`src/rtl/bitProcPkg.sv`:
```
package bitProcPkg;

  localparam logic [7:0] OP_CLR_C    = 8'hC3;
  localparam logic [7:0] OP_SET_C    = 8'hD3;
  localparam logic [7:0] OP_CPL_C    = 8'hB3;
  localparam logic [7:0] OP_CLR_BIT  = 8'hC2;
  localparam logic [7:0] OP_SET_BIT  = 8'hD2;
  localparam logic [7:0] OP_CPL_BIT  = 8'hB2;
  localparam logic [7:0] OP_AND_BIT  = 8'h82;
  localparam logic [7:0] OP_AND_NBIT = 8'hB0;
  localparam logic [7:0] OP_OR_BIT   = 8'h72;
  localparam logic [7:0] OP_OR_NBIT  = 8'hA0;
  localparam logic [7:0] OP_LOAD_C   = 8'hA2;
  localparam logic [7:0] OP_STORE_C  = 8'h92;
  localparam logic [7:0] OP_TEST_SET = 8'h20;
  localparam logic [7:0] OP_TEST_CLR = 8'h30;
  localparam logic [7:0] OP_TEST_TAKE = 8'h10;

  typedef enum logic [2:0] {
    C_KEEP, C_CLR, C_SET, C_CPL, C_AND, C_OR, C_LOAD
  } carryOpE;

  typedef enum logic [2:0] {
    B_NONE, B_CLR, B_SET, B_CPL, B_STORE, B_CLR_IF_SET
  } bitOpE;

  typedef enum logic [1:0] {
    T_NONE, T_IF_SET, T_IF_CLR
  } testOpE;

  typedef struct packed {
    carryOpE carryOp;
    bitOpE   bitOp;
    testOpE  testOp;
    logic    invOperand;
  } strobeT;

endpackage

```
`src/rtl/bitCtrl.sv`:
```
module bitCtrl
  import bitProcPkg::*;
(
  input  logic       opValid,
  input  logic [7:0] opCode,
  output strobeT     strb
);

  always_comb begin
    strb.carryOp    = C_KEEP;
    strb.bitOp      = B_NONE;
    strb.testOp     = T_NONE;
    strb.invOperand = 1'b0;
    if (opValid) begin
      unique case (opCode)
        OP_CLR_C:     strb.carryOp = C_CLR;
        OP_SET_C:     strb.carryOp = C_SET;
        OP_CPL_C:     strb.carryOp = C_CPL;
        OP_CLR_BIT:   strb.bitOp   = B_CLR;
        OP_SET_BIT:   strb.bitOp   = B_SET;
        OP_CPL_BIT:   strb.bitOp   = B_CPL;
        OP_AND_BIT:   strb.carryOp = C_AND;
        OP_AND_NBIT: begin
          strb.carryOp    = C_AND;
          strb.invOperand = 1'b1;
        end
        OP_OR_BIT:    strb.carryOp = C_OR;
        OP_OR_NBIT: begin
          strb.carryOp    = C_OR;
          strb.invOperand = 1'b1;
        end
        OP_LOAD_C:    strb.carryOp = C_LOAD;
        OP_STORE_C:   strb.bitOp   = B_STORE;
        OP_TEST_SET:  strb.testOp  = T_IF_SET;
        OP_TEST_CLR:  strb.testOp  = T_IF_CLR;
        OP_TEST_TAKE: begin
          strb.testOp = T_IF_SET;
          strb.bitOp  = B_CLR_IF_SET;
        end
        default: ;
      endcase
    end
  end

endmodule

```
`src/rtl/bitDatapath.sv`:
```
module bitDatapath
  import bitProcPkg::*;
#(
  parameter int DATA_W = 8,
  parameter int BIT_ADDR_W = 8,
  parameter logic [BIT_ADDR_W-1:0] LOW_BASE = 8'h20
) (
  input  logic                  clk,
  input  logic                  rstN,
  input  logic                  opValid,
  input  strobeT                strb,
  input  logic [BIT_ADDR_W-1:0] bitAddr,
  input  logic [DATA_W-1:0]     memRdData,
  output logic [BIT_ADDR_W-1:0] memAddr,
  output logic                  memWrEn,
  output logic [DATA_W-1:0]     memWrData,
  output logic                  carryFlag,
  output logic                  resValid,
  output logic                  resTaken
);

  localparam int IDX_W = $clog2(DATA_W);
  localparam int GRP_W = BIT_ADDR_W - 1 - IDX_W;

  logic [IDX_W-1:0] bitIdx;
  logic             curBit;
  logic             operand;
  logic             newBit;
  logic             carryNext;
  logic             takenNow;

  assign bitIdx = bitAddr[IDX_W-1:0];

  // Lower half addresses a packed group of bytes; upper half addresses
  // bytes whose address is a multiple of DATA_W.
  always_comb begin
    if (bitAddr[BIT_ADDR_W-1])
      memAddr = {bitAddr[BIT_ADDR_W-1:IDX_W], {IDX_W{1'b0}}};
    else
      memAddr = LOW_BASE + BIT_ADDR_W'(bitAddr[IDX_W +: GRP_W]);
  end

  assign curBit  = memRdData[bitIdx];
  assign operand = curBit ^ strb.invOperand;

  always_comb begin
    unique case (strb.carryOp)
      C_CLR:   carryNext = 1'b0;
      C_SET:   carryNext = 1'b1;
      C_CPL:   carryNext = ~carryFlag;
      C_AND:   carryNext = carryFlag & operand;
      C_OR:    carryNext = carryFlag | operand;
      C_LOAD:  carryNext = curBit;
      default: carryNext = carryFlag;
    endcase
  end

  always_comb begin
    unique case (strb.bitOp)
      B_SET:   newBit = 1'b1;
      B_CPL:   newBit = ~curBit;
      B_STORE: newBit = carryFlag;
      default: newBit = 1'b0;
    endcase
  end

  assign memWrEn = (strb.bitOp != B_NONE) &&
                   ((strb.bitOp != B_CLR_IF_SET) || curBit);

  for (genvar g = 0; g < DATA_W; g++) begin : gMerge
    assign memWrData[g] = (bitIdx == IDX_W'(g)) ? newBit : memRdData[g];
  end

  always_comb begin
    unique case (strb.testOp)
      T_IF_SET: takenNow = curBit;
      T_IF_CLR: takenNow = ~curBit;
      default:  takenNow = 1'b0;
    endcase
  end

  always_ff @(posedge clk) begin
    if (!rstN) begin
      carryFlag <= 1'b0;
      resValid  <= 1'b0;
      resTaken  <= 1'b0;
    end else begin
      carryFlag <= carryNext;
      resValid  <= opValid;
      resTaken  <= opValid & takenNow;
    end
  end

endmodule

```
`src/rtl/bitProc.sv`:
```
module bitProc
  import bitProcPkg::*;
#(
  parameter int DATA_W = 8,
  parameter int BIT_ADDR_W = 8,
  parameter logic [BIT_ADDR_W-1:0] LOW_BASE = 8'h20
) (
  input  logic                  clk,
  input  logic                  rstN,
  input  logic                  opValid,
  input  logic [7:0]            opCode,
  input  logic [BIT_ADDR_W-1:0] bitAddr,
  input  logic [DATA_W-1:0]     memRdData,
  output logic [BIT_ADDR_W-1:0] memAddr,
  output logic                  memWrEn,
  output logic [DATA_W-1:0]     memWrData,
  output logic                  carryFlag,
  output logic                  resValid,
  output logic                  resTaken
);

  strobeT strb;

  bitCtrl ctrl_i (
    .opValid (opValid),
    .opCode  (opCode),
    .strb    (strb)
  );

  bitDatapath #(
    .DATA_W     (DATA_W),
    .BIT_ADDR_W (BIT_ADDR_W),
    .LOW_BASE   (LOW_BASE)
  ) dp_i (
    .clk       (clk),
    .rstN      (rstN),
    .opValid   (opValid),
    .strb      (strb),
    .bitAddr   (bitAddr),
    .memRdData (memRdData),
    .memAddr   (memAddr),
    .memWrEn   (memWrEn),
    .memWrData (memWrData),
    .carryFlag (carryFlag),
    .resValid  (resValid),
    .resTaken  (resTaken)
  );

endmodule

```
`config.mk`:
```
export PLATFORM = sky130hd
export DESIGN_NAME = bitProc
export DESIGN_NICKNAME = d
export VERILOG_FILES = /design/src/rtl/bitProcPkg.sv /design/src/rtl/bitCtrl.sv /design/src/rtl/bitDatapath.sv /design/src/rtl/bitProc.sv
export SDC_FILE = /design/constraint.sdc
export NUM_CORES = 1
export LEC_CHECK = 0
export ABC_AREA = 1
export BUFFER_PORTS_ARGS = -buffer_cell sky130_fd_sc_hd__buf_2
export CAP_MARGIN = 20
export CORE_ASPECT_RATIO = 1.25
export CORE_UTILIZATION = 42
export CTS_BUF_LIST = sky130_fd_sc_hd__clkbuf_2
export DETAILED_ROUTE_END_ITERATION = 8
export PLACE_DENSITY = 0.82
export SYNTH_ARGS = -nofsm -noshare
export SYNTH_HDL_FRONTEND = slang
export SYNTH_SLANG_ARGS = --single-unit
```
`constraint.sdc`:
```
create_clock -name clk -period 1.4 [get_ports clk]
set_input_delay 0.21 -clock clk [delete_from_list [all_inputs] [get_ports clk]]
set_output_delay 0.21 -clock clk [all_outputs]
set_load 0.03 [all_outputs]
```
## After elaboration in Yosys (flattened, before gate mapping)

Index checks and enable logic that the tools add are counted.

| operators by class | value |
|---|---|
| order comparisons | 1 |
| muxes and demuxes | 19 |
| equality and inequality tests | 34 |
| reductions and logical operators | 9 |
| bitwise operators | 6 |
| $add $sub $neg | 1 |

Operator list:

| cell | count |
|---|---|
| == test 8 bit (second input constant) | 11 |
| == test 3 bit (second input constant) | 8 |
| == test 3 x 2 -> 1 bit (second input constant) | 6 |
| one-hot mux 3 bit (6 select lines) | 1 |
| == test 8 x 6 -> 1 bit (second input constant) | 2 |
| one-hot mux 3 bit (5 select lines) | 1 |
| 2-to-1 mux 1 bit | 10 |
| 2-to-1 mux 9 bit | 1 |
| == test 8 x 5 -> 1 bit (second input constant) | 1 |
| == test 8 x 7 -> 1 bit (second input constant) | 1 |
| 2-to-1 mux 8 bit | 1 |
| OR reduction 2 bit | 4 |
| adder 6 x 4 -> 7 bit (first input constant) | 1 |
| == test 3 x 1 -> 1 bit (second input constant) | 2 |
| one-hot mux 1 bit (6 select lines) | 1 |
| nonzero test 6 bit | 1 |
| < comparator 3 x 4 -> 1 bit (second input constant) | 1 |
| one-hot mux 2 bit (2 select lines) | 1 |
| binary-select mux 1 bit (select 3 bit) | 1 |
| logical NOT 3 bit | 1 |
| inequality test 3 bit (second input constant) | 1 |
| one-hot mux 1 bit (3 select lines) | 1 |
| nonzero test 3 bit | 1 |
| AND 1 bit | 2 |
| 8 further kinds | 9 |

| word-level totals | value |
|---|---|
| output and inout port bits | 20 |
| logic and storage cells | 73 |
| input bits | 27 |
| register bits | 3 |

## Logic depth before layout (Yosys ltp)

| depth | value |
|---|---|
| depth after elaboration | 7 |
| mapped depth | 14 |
| depth with buffers taken out | 13 |

## By module

From an unflattened synthesis, not the netlist that was laid out.

| unflattened totals | value |
|---|---|
| cells, all modules | 179 |
| area, all modules | 865.8 um2 |

Modules (own cells, without submodules):

| module | seq. area each (um2) | area each (um2) | times used | cells an instance |
|---|---|---|---|---|
| bitDatapath | 60.1 | 600.6 | 1 | 122 |
| bitCtrl | 0.0 | 265.3 | 1 | 57 |

## Worst setup path after synthesis

Ideal clock, no wire load.

| timing | value |
|---|---|
| path kind | input to output |
| start point | input opCode[3] |
| end point | output memWrData[4] |
| stages on the path | 10 |
| arrival | 1.242 ns |
| path buffers | 0 |
| data required time | 1.190 ns |
| path slack | -0.052 ns |
| path through | nor2_4 > nand2_2 > nor3_1 > nand2_1 > nand2_2 > nand2_4 > o21bai_4 > nand3_1 > nand2_1 > inv_1 |

| between the ends | value |
|---|---|
| cells in the longest elaborated chain, start to end | 6 |
| elaborated cells on any way between the ends | 12 |

Ends and longest elaborated chain:

| item | RTL line | RTL |
|---|---|---|
| start: declaration | bitProc.sv:11 | `input logic [7:0] opCode,` |
| == test 8 x 5 -> 1 bit / == test 8 bit (equally long branches) | bitCtrl.sv:15 | `unique case (opCode)` |
| one-hot mux 3 bit (5 select lines) (*) | bitCtrl.sv:15 |  |
| 2-to-1 mux 9 bit (*) | bitCtrl.sv:14 | `if (opValid) begin` |
| == test 3 bit / == test 3 x 2 -> 1 bit (equally long branches) | bitDatapath.sv:59 | `unique case (strb.bitOp)` |
| one-hot mux 1 bit (3 select lines) (*) | bitDatapath.sv:59 |  |
| 2-to-1 mux 1 bit (*) | bitDatapath.sv:71 | `assign memWrData[g] = (bitIdx == IDX_W'(g)) ? newBit : memRdData[g];` |
| end: declaration | bitProc.sv:16 | `output logic [DATA_W-1:0] memWrData,` |

Every way passes the cells marked *; elsewhere a longest branch is shown, timed or not.

## Final worst setup path

| timing | value |
|---|---|
| start point | input opCode[2] |
| end point | output memWrData[3] |

The elaborated chain is that of the path after synthesis.

==> flow_summary.ini <==
[clock_network]
clk_pin_slew_ns = 0.04
root_buffer = clkbuf_2
clkLatencyLatePin_ns = 0.21
cts_sinks = 3
cts_buffers = 3
tritoncts = done
htree_levels = 1
clockBufferDepth = 2
postCtsHoldBufs = 0

[routing]
routed_wl_mm = 3.02
num_vias = 1335
via_per_inst = 4.98
firstDrtPassIters = 4
drtIter0Drc = 22
drt.antenna.violating_nets = 0
drc = 0
wire_per_inst_um = 11.3

[outcome]
status = complete, but fails checks
violations = negative setup slack

[yosys]
synth.top_cells.by_area = nand2_1 (23%), nand3_1 (12%), inv_1 (12%)
synth_cells = 172
synth_fp_nets = 199
synth-seq-cells = 3
synth_top_area_share = 0.226
synthXorXnorAreaFrac = 0
synth_commonest_cells = nand2_1 (53), inv_1 (28), nand3_1 (22)
synthMuxAreaShare = 0
synthSimpleGateAreaFrac = 0.679
seq_area_frac_synth = 0.0681
syn_area_um2 = 882
synthDistinctLibCells = 23
synth_compound_area_frac = 0.0780
synth.largest_area_cell = nand2_1
ys_warn_count = 0
synth_edf_count = 0
synth-main-ff-cell = dfxtp_1
synth_fa_ha_area_frac = 0
synth_most_common_cell = nand2_1
syn_avg_cell_area_um2 = 5.13
synth_top_family_by_area = simple AND/OR/NAND/NOR gates
async_flop_share = 0

[floorplanning]
die_y_um = 53.2
ios = 47
die_w_um = 43.0
rows = 18
dieArea_um2 = 2290
initial_core_util = 0.445
core-area_um2 = 1980

[grt]
grt-ovfl-total = 0
track_usage = 0.220
antenna_found_initial = 0
grt_pass1_wl_mm = 3.93
grt_pass1_vias = 1060
grt_max_degree = 10

[setup_path]
rr_worst_depth = 7
critPathCaptureType = output pin
required_ns = 1.19
slowest_delay_ns = 0.19
cp.arrival_ns = 1.58
path_cells = buf_6 > nor2_4 > nand2_4 > nor3_4 > nand2_1 > nand2_2 > nand2_4 > o21bai_4 > buf_12 > nand3_1 > nand2_1 > inv_2 > buf_6
crit_slowest_cell = o21bai_4
critPathBufInv = 4
crit_path_start_kind = primary input
crit_fanout = 7
crit_cells = 13
crit_family = simple AND/OR/NAND/NOR gates
critPathKind = primary input to output pin

[power_and_ir_drop]
pwr-share-seq = 0.137
power_frac_comb = 0.667
static-leakage-power_uw = 0.000938
p_per_area_nw_per_um2 = 406
power.internal_uw = 350
ir_drop_mv = 0.335
p_switching_uw = 296
sw_frac_of_total = 0.459
pwr-share-clk = 0.196

[flow_run]
maxCapViolCount = 0

[cells_and_area]
n_antenna_cell = 0
stdcell_area_um2 = 1590
layout-drive-gt1-share = 0.593
area_growth_pct = 80.4
multi_input_area_um2 = 796
fillers = 152
nets = 276
regArea_um2 = 60.1

[placement]
place_congestion = 0.902
dpl.hpwl_mm = 1.94
dp_worst_setup_slack_ns = -0.369
post_dp_cell_area_um2 = 1300
portBuffers = 46

[sta]
setup_ws_ns = -0.386
relSlewSlack = 0.826
fin_tns_setup_ns = -3.20
min_period_ns = 1.79
fmax_ghz = 0.560
fin_skew_ns = 0
slew_violations = 0
worstMarginPinSlew_ns = 0.261
rsz0062_at_grt = true
hold_viol_final = 0
fin_crit_sh = 1.28
setup_viol = 9

[worst_hold_path]
hold_path_class = primary input to register
min_path_cells = 3
==> area by class of cell <==
type | instances | share of cell area
multi-input cells | 130 | 0.500
repair buffers | 75 | 0.349
inverters | 36 | 0.0849
flip-flops and latches | 3 | 0.0377
well taps | 20 | 0.0157
clock buffers | 4 | 0.0126
==> registers in the layout, summed over array words and instances (netlist names) <==
name	cells
dp_i.carryFlag	1
dp_i.resValid	1
dp_i.resTaken	1
==> per-layer routing <==
layer  vias to the layer above  global-route usage  share of wire
met4                         0               0.101          0.027
met5                         -                   0              0
met1                       602               0.229           0.37
met2                        49               0.437           0.56
met3                        11              0.0205          0.039
li1                        673                   -              -
==> per-stage QoR <==
stage          hold slack (ns)  total power (uW)  utilization  std cells
2_1_floorplan            0.340               295            -        172
3_3_place_gp             0.470               445        0.658        259
3_5_place_dp             0.472               447        0.658        259
4_1_cts                  0.252               599        0.712        266
5_1_grt                  0.299               684        0.803        268
6_report                 0.256               646        0.803        268
==> tightest hold or removal path: cells and delay by family <==
| kind | cells | cell delay (ns) |
|---|---|---|
| and+or+nand+nor | 1 | 0.05 |
| buffers and inverters | 2 | 0.18 |
==> path summary, 6_finish.rpt <==
check	end	start	slack, ns
max	memWrData[3]	opCode[2]	-0.39
min reg2reg	dp_i.carryFlag	dp_i.carryFlag	0.66
max reg2reg	dp_i.carryFlag	dp_i.carryFlag	0.50
min	dp_i.resValid	rstN	0.26
==> cell families (layout without fill, tap and decap cells) <==
family | Yosys count | count (layout)
and+or+nand+nor | 122 | 122
buffers and inverters | 39 | 115
AOI/OAI and AO/OA | 8 | 8
DFF | 3 | 3
==> power groups by stage <==
stage	Sequential [uW]	Clock [uW]	Combinational (uW)
3_5_place_dp	89.7	0	358
4_1_cts	88.4	128	383
6_report	88.3	127	431
2_1_floorplan	93.6	0	201
5_1_grt	88.2	133	463
3_3_place_gp	89.8	0	355
==> cell usage in the layout (no fill, tap or decap), drive strengths merged <==
master	instances
dfxtp	3
o21ai	2
nand2	61
and2	1
a22o	1
or2	7
nand3	24
inv	36
nor3	3
o21bai	1
nor2	24
nand4	2
a21oi	4
buf	74
clkbuf	5
==> repair_timing <==
item	4_1_cts	5_1_grt
setup buffers	3	3
gates resized for setup	17	40
pin swaps	5	8
gates cloned	0	0
setup endpoints to repair	9	10
(Power assumes the default switching activity.)
